===== config.mk =====
export PLATFORM = sky130hd
export DESIGN_NAME = cmd_cell_rx
export DESIGN_NICKNAME = d
export VERILOG_FILES = /design/src/rtl/cmd_cell_rx.sv
export SDC_FILE = /design/constraint.sdc
export NUM_CORES = 1
export LEC_CHECK = 0
export CAP_MARGIN = 20
export CORE_AREA = 2 2 46 80
export CTS_CLUSTER_DIAMETER = 40
export CTS_CLUSTER_SIZE = 30
export DETAILED_ROUTE_END_ITERATION = 8
export DIE_AREA = 0 0 48 82
export PLACE_DENSITY = 0.8
export REMOVE_ABC_BUFFERS = 1
export SLEW_MARGIN = 20
export SYNTH_ARGS = -nofsm -noshare
export SYNTH_HDL_FRONTEND = slang
export SYNTH_SLANG_ARGS = --single-unit

===== constraint.sdc =====
create_clock -name clk -period 3.2 [get_ports clk]
set_input_delay 0.64 -clock clk [delete_from_list [all_inputs] [get_ports clk]]
set_output_delay 0.64 -clock clk [all_outputs]
set_load 0.1 [all_outputs]

===== src/rtl/cmd_cell_rx.sv =====
module cmd_cell_rx #(
  parameter int          CELL_LEN  = 53,
  parameter int          CNT_W     = 16,
  parameter logic [7:0]  SYNC_CODE = 8'hC5,
  parameter logic [7:0]  SOC_CODE  = 8'h3A
) (
  input  logic             clk,
  input  logic             rst,
  input  logic [8:0]       lw_word,
  input  logic             lw_cmd,
  input  logic             viol_clr,
  output logic             rx_valid,
  output logic [7:0]       rx_data,
  output logic             rx_sop,
  output logic             rx_eop,
  output logic             rx_abort,
  output logic [CNT_W-1:0] viol_count
);
  localparam int               IDX_W   = $clog2(CELL_LEN + 1);
  localparam logic [IDX_W-1:0] LAST    = IDX_W'(CELL_LEN - 1);
  localparam logic [CNT_W-1:0] CNT_MAX = '1;

  logic             in_cell;
  logic [IDX_W-1:0] idx;

  wire       viol      = lw_word[8];
  wire [7:0] code      = lw_word[7:0];
  wire       take_data = !viol && !lw_cmd && in_cell;
  wire       take_cmd  = !viol && lw_cmd;
  wire       partial   = in_cell && (idx != '0);
  wire       is_soc    = (code == SOC_CODE);
  wire       keep_open = in_cell && !partial && (code == SYNC_CODE);

  always_ff @(posedge clk) begin
    if (rst) begin
      in_cell  <= 1'b0;
      idx      <= '0;
      rx_valid <= 1'b0;
      rx_data  <= '0;
      rx_sop   <= 1'b0;
      rx_eop   <= 1'b0;
      rx_abort <= 1'b0;
    end else begin
      rx_valid <= take_data;
      rx_sop   <= take_data && (idx == '0);
      rx_eop   <= take_data && (idx == LAST);
      rx_abort <= take_cmd && partial;
      if (take_data) rx_data <= code;
      if (take_data) begin
        if (idx == LAST) begin
          in_cell <= 1'b0;
          idx     <= '0;
        end else begin
          idx <= idx + 1'b1;
        end
      end else if (take_cmd) begin
        if (is_soc) begin
          in_cell <= 1'b1;
          idx     <= '0;
        end else if (!keep_open) begin
          in_cell <= 1'b0;
          idx     <= '0;
        end
      end
    end
  end

  always_ff @(posedge clk) begin
    if (rst || viol_clr)                 viol_count <= '0;
    else if (viol && viol_count != CNT_MAX) viol_count <= viol_count + 1'b1;
  end
endmodule



==> metrics.cfg, run 1 <==
[routing]
drt_first_pass_iters = 4
via_per_inst = 5.83
via_count = 1608
drc = 0
ant_nets = 0
drt_iter0_drc = 15
wire_per_inst_um = 14.0
wirelength_um = 3850

[setup_path]
slowest_delay_ns = 0.60
cp-end-kind = flip-flop
crit_chain = clkdlybuf4s50_1 -> or3b_1 -> a41oi_2 -> nand2_1 -> a311oi_1
cp.depth = 5
r2r_cells = 6
cp_top_family = simple AND/OR/NAND/NOR gates
setup.worst_path.end = idx[5]
reg2reg_slack_ns = 1.09
crit_slowest_cell = or3b_1
timing.rr.start = idx[0]
crit_fanout = 12
critPathBufInv = 1
cp.required_ns = 3.39
cp.arrival_ns = 2.58
r2r-end = idx[5]
start_kind = input pin
crit_start = lw_word[8]
worstSetupPathType = input pin to flip-flop

[layout]
drive_gt1_share_pct = 19.5
fin_nets = 246
fin_area_sq_um = 2080
n_antenna_cell = 0
regArea_sq_um = 701
multi_input_area_sq_um = 883
fillers = 320
syn2layout_area_growth_pct = 27.6
final_util_pct = 62.4

[clock_tree]
clkLatencyLatePin_ns = 0.28
cts.repair.resized = 0
cts_made_buffers = 5
htreeDepth = 2
clkTransAtPathRegs_ns = 0.07
hold_buffers = 0
root_buffer = clkbuf_8
postCtsSetupRepairBufs = 0
cts_buffer_depth = 2
clock_sinks = 35
cts_tree = built

[sta]
grt_setup_unrepaired = false
hold_violations = 0
period_share_pct = 74.7
layout_min_cycle_time_ns = 2.39
setup_violations = 0
drv_slew = 0
worst_pin_slew_ns = 0.667
max_slew_margin_pct = 54.9
fin_tns_setup_ns = 0
fin_skew_ns = 0.00373
timing.fmax_mhz = 418

[synth]
netlist_area_sq_um = 1630
yosysWarnings = 0
synth_top_area_share_pct = 43.0
ys_seq_area_share_pct = 43.0
ys_ff_latch = 35
synthTopCellsByArea = dfxtp_1 (43%), a21oi_1 (6.1%), nand2_1 (5.8%)
avgSynthCellArea_sq_um = 8.57
yosysTopAreaCell = dfxtp_1
synth.distinct_cells = 43
synthArstFlopShare_pct = 0
synth.most_common_cell = dfxtp_1
synth-edff-count = 0
synth_commonest_cells = dfxtp_1 (35), nand2_1 (25), a21oi_1 (20), nand3_1 (10), nor3_1 (9)
postSynthCellCount = 190
ys.flop_type = dfxtp_1

[place]
io_buffers = 40
globalplace.congestion = 0.873
dp_hpwl_um = 2950
dpl-instance-area_sq_um = 1990

[flow_run]
maxCapViolCount = 0

[worst_hold_path]
hold_path.class = flip-flop to flip-flop

[floorplan]
die_h_um = 82
die_w_um = 48
rows = 28
start_util_pct = 48.9
die_area_sq_um = 3940
io_pins = 41
fp.coreArea_sq_um = 3330

[power_and_ir_drop]
ir_worst_vdd_mv = 0.337
p_leak_nw = 0.736
power_uw = 790
pwr_density_cell_nw_per_um2 = 380

[global_route]
grt.total_usage_pct = 22.4
grt_max_degree = 22
grt-ovfl-total = 0
grt_first_pass_wirelength_um = 6380
first_global_vias = 1576
antenna_found_initial = 0

[outcome]
outcome = completed

==> through the flow <==
step	cells	setup WS, ns	hold WS [ns]
floorplan	181	0.668	0.475
global placement	268	0.628	0.446
detailed placement	268	0.518	0.450
CTS	276	0.823	0.465
global route	276	0.679	0.489
finish	276	0.809	0.461
==> worst reg2reg max path, cell delays in order, from the launching register on <==
cell and delay, ns:
dfxtp_1 0.35, inv_1 0.07, ha_1 0.14, nor2b_1 0.26, nor4b_2 0.41, a41oi_1 0.41, a311oi_1 0.39
==> cell families (layout without fill, tap and decap cells) <==
family | Yosys count | in the layout | share of synthesized area [%]
buffers and inverters | 11 | 52 | 2.69
adder cells (fa/ha/maj) | 3 | 3 | 2.31
AND/OR/NAND/NOR | 89 | 89 | 30.0
flip-flops | 35 | 35 | 43.0
multiplexers | 2 | 2 | 1.23
AO/OA/AOI/OAI | 50 | 50 | 20.8
==> worst min path at each step <==
stage	startpoint	cells past startpoint	to
after floorplan	idx[1]	2	idx[1]
after global routing	rx_data[1]	2	rx_data[1]
after global placement	rx_data[2]	2	rx_data[2]
after CTS	rx_data[5]	2	rx_data[5]
after detailed placement	rx_data[3]	2	rx_data[3]
final	rx_data[5]	2	rx_data[5]
==> sequential cells by signal, summed over array words and instances (netlist names) <==
name / count
idx: 6
in_cell: 1
rx_data: 8
rx_abort: 1
rx_eop: 1
rx_sop: 1
rx_valid: 1
viol_count: 16
==> final cells by class <==
class                      instances  area share, %
clock buffer                       5           3.31
clock inverter                     3          0.723
inverter                           2          0.361
multi-input combinational        144           42.5
sequential                        35           33.7
tap                               45           2.71
timing repair buffer              42           16.6
==> layout by cell type, fill, tap and decap left out, types with 2 or more instances in the layout <==
cell | Yosys | final
nor2_1 | 7 | 7
a211oi_1 | 2 | 2
and3_1 | 6 | 6
mux2i_1 | 2 | 2
a311oi_1 | 4 | 4
and4_1 | 2 | 2
nand3_1 | 10 | 10
o31ai_1 | 5 | 5
nand4_1 | 5 | 5
ha_1 | 3 | 3
dfxtp_1 | 35 | 35
a21oi_1 | 20 | 20
inv_1 | 2 | 2
clkbuf_8 | 0 | 5
or4_1 | 4 | 4
o21ai_0 | 4 | 4
clkdlybuf4s50_1 | 0 | 12
or3_1 | 3 | 3
nand2_1 | 25 | 25
nor3b_1 | 2 | 2
a31oi_1 | 4 | 4
or2_2 | 2 | 2
nand2b_1 | 4 | 4
a41oi_1 | 3 | 3
clkinv_2 | 0 | 3
nor3_1 | 9 | 9
buf_4 | 0 | 30
==> routing by layer <==
layer	GRT usage, %	part of all wire, %	wire length, um	vias to the layer above
met3	5.05	3.8	146	12
met2	42.0	57	2180	44
li1	-	-	-	800
met1	20.2	36	1410	752
met4	11.9	3.2	122	0
met5	0	0	0	-
==> report_power, final <==
part           total (mW)  switching, mW  internal [mW]
Combinational      0.0449         0.0245         0.0205
Sequential          0.438        0.00134          0.436
Clock               0.307          0.158          0.149
Total               0.790          0.184          0.605
Power figures use the tool's default switching activity.
==> run 2: changes to the inputs <==
Settings changed: CORE_AREA 2 2 46 80 to 2 2 50 87, DIE_AREA 0 0 48 82 to 0 0 52 89, PLACE_DENSITY 0.8 to 0.72.
Clock period 3.2 ns to 2 ns, I/O delays scaled along.
==> run 2 against run 1 <==
  * Clock-buffer cell count increased by 1
  * Global-route usage down 2.1 points
  * Non-clock buffer count up 18
==> metrics.cfg, run 2 (synthesis gave the netlist of run 1 again) <==
[setup_path]
cp.required_ns = 2.21
start_kind = input pin
crit_fanout = 7
cp-end-kind = flip-flop
cp.arrival_ns = 2.07
r2r_cells = 5
reg2reg_slack_ns = 0.20
timing.rr.start = viol_count[1]
r2r-end = viol_count[14]
worstSetupPathType = input pin to flip-flop

[clock_tree]
htreeDepth = 2
hold_buffers = 0
root_buffer = clkbuf_8
clkLatencyLatePin_ns = 0.28
clock_sinks = 35
cts_made_buffers = 5
cts_buffer_depth = 2
clkTransAtPathRegs_ns = 0.07
cts_tree = built

[floorplan]
die_h_um = 89
die_w_um = 52
io_pins = 41
start_util_pct = 42.1
rows = 30
die_area_sq_um = 4630
fp.coreArea_sq_um = 3870

[sta]
drv_slew = 0
fin_skew_ns = 0.00543
whs_ns = 0.455
timing.final.ws_setup_ns = 0.141
period_share_pct = 93.0
grt_setup_unrepaired = false
max_slew_margin_pct = 73.3
hold_violations = 0
setup_violations = 0
layout_min_cycle_time_ns = 1.86
timing.fmax_mhz = 538
worst_pin_slew_ns = 0.399

[layout]
fin_area_sq_um = 2290
final_util_pct = 59.3
most-common-layout-cells = buf_4 (43), dfxtp_1 (35), nand2_1 (25)
reg.largest.list = viol_count: 16 flops, rx_data: 8 flops, idx: 6 flops
layout_commonest_cell = buf_4
fin_nets = 264
top_register = viol_count
largest_reg_flops = 16
syn2layout_area_growth_pct = 40.7
n_antenna_cell = 0
drive_gt1_share_pct = 25.0
fillers = 362

[place]
globalplace.congestion = 0.900
io_buffers = 40
dp_hpwl_um = 3290
place_ws_ns = -0.136
dpl-instance-area_sq_um = 2190

[power_and_ir_drop]
pwr_density_cell_nw_per_um2 = 566
ir_worst_vdd_mv = 0.513
power_mw = 1.30
p_leak_nw = 0.848

[global_route]
first_global_vias = 1602
grt_first_pass_wirelength_um = 7000
grt.total_usage_pct = 20.3
grt-ovfl-total = 0
antenna_found_initial = 0
grt_max_degree = 20

[routing]
via_count = 1714
ant_nets = 0
wire_per_inst_um = 14.1
drt_iter0_drc = 47
via_per_inst = 5.79
wirelength_um = 4160
drc = 0
drt_first_pass_iters = 5

[worst_hold_path]
hold_path.class = flip-flop to flip-flop
whs_endpoint = rx_data[7]
worstHoldStart = rx_data[7]
min_path_cells = 2

[flow_run]
maxCapViolCount = 0

[outcome]
outcome = completed

## run 2: cell count changes in the layout (fill, tap and decap cells not counted)
cell      previous run  this run
clkbuf_8             5         6
clkinv_2             3         1
nor4b_4              0         1
nor4b_2              1         0
buf_12               0         5
buf_4               30        43
## run 2: final cells by class
cell class	count	area [sq um]	area share, %
inverter	2	7.51	0.328
clock buffer	6	82.6	3.60
clock inverter	1	5.00	0.218
tap	48	60.1	2.62
timing repair buffer	60	543	23.7
multi-input combinational	144	892	38.9
sequential	35	701	30.6
## run 2: stage by stage
step | TNS, ns | instances
global placement | -0.376 | 289
detailed placement | -0.618 | 289
global route | 0 | 296
finish | 0 | 296
CTS | 0 | 296
floorplan | -2.70 | 181
## run 2: worst max path at each step
stage	from	endpoint	depth (start not counted)
2_1_floorplan	viol_count[0]	viol_count[12]	5
3_3_place_gp	lw_word[8]	viol_count[14]	5
3_5_place_dp	lw_word[8]	viol_count[12]	5
4_1_cts	lw_word[8]	viol_count[14]	5
5_1_grt	idx[0]	idx[3]	7
6_report	lw_word[8]	viol_count[14]	5
## run 2: what timing repair did
item | in CTS | in global routing
setup buffers | 0 | 0
setup endpoints to repair | 0 | 1
resized for setup | 0 | 1
## run 2: report_power, final
| group | switching (mW) | internal, mW | total, mW |
|---|---|---|---|
| Clock | 0.239 | 0.270 | 0.509 |
| Combinational | 0.0438 | 0.0442 | 0.0880 |
| Sequential | 0.00111 | 0.698 | 0.699 |
## run 2: per-layer routing
layer / GRT usage (%) / vias up / wire length, um
met5: 0 / - / 0
li1: - / 834 / -
met3: 4.68 / 17 / 213
met1: 19.1 / 798 / 1480
met2: 38.0 / 65 / 2280
met4: 12.9 / 0 / 191
## run 2: critical path, cell delays in order
cell	delay (ns)
clkdlybuf4s50_1	0.53
nand2_1	0.10
or3_1	0.41
or4_1	0.49
a21oi_1	0.14
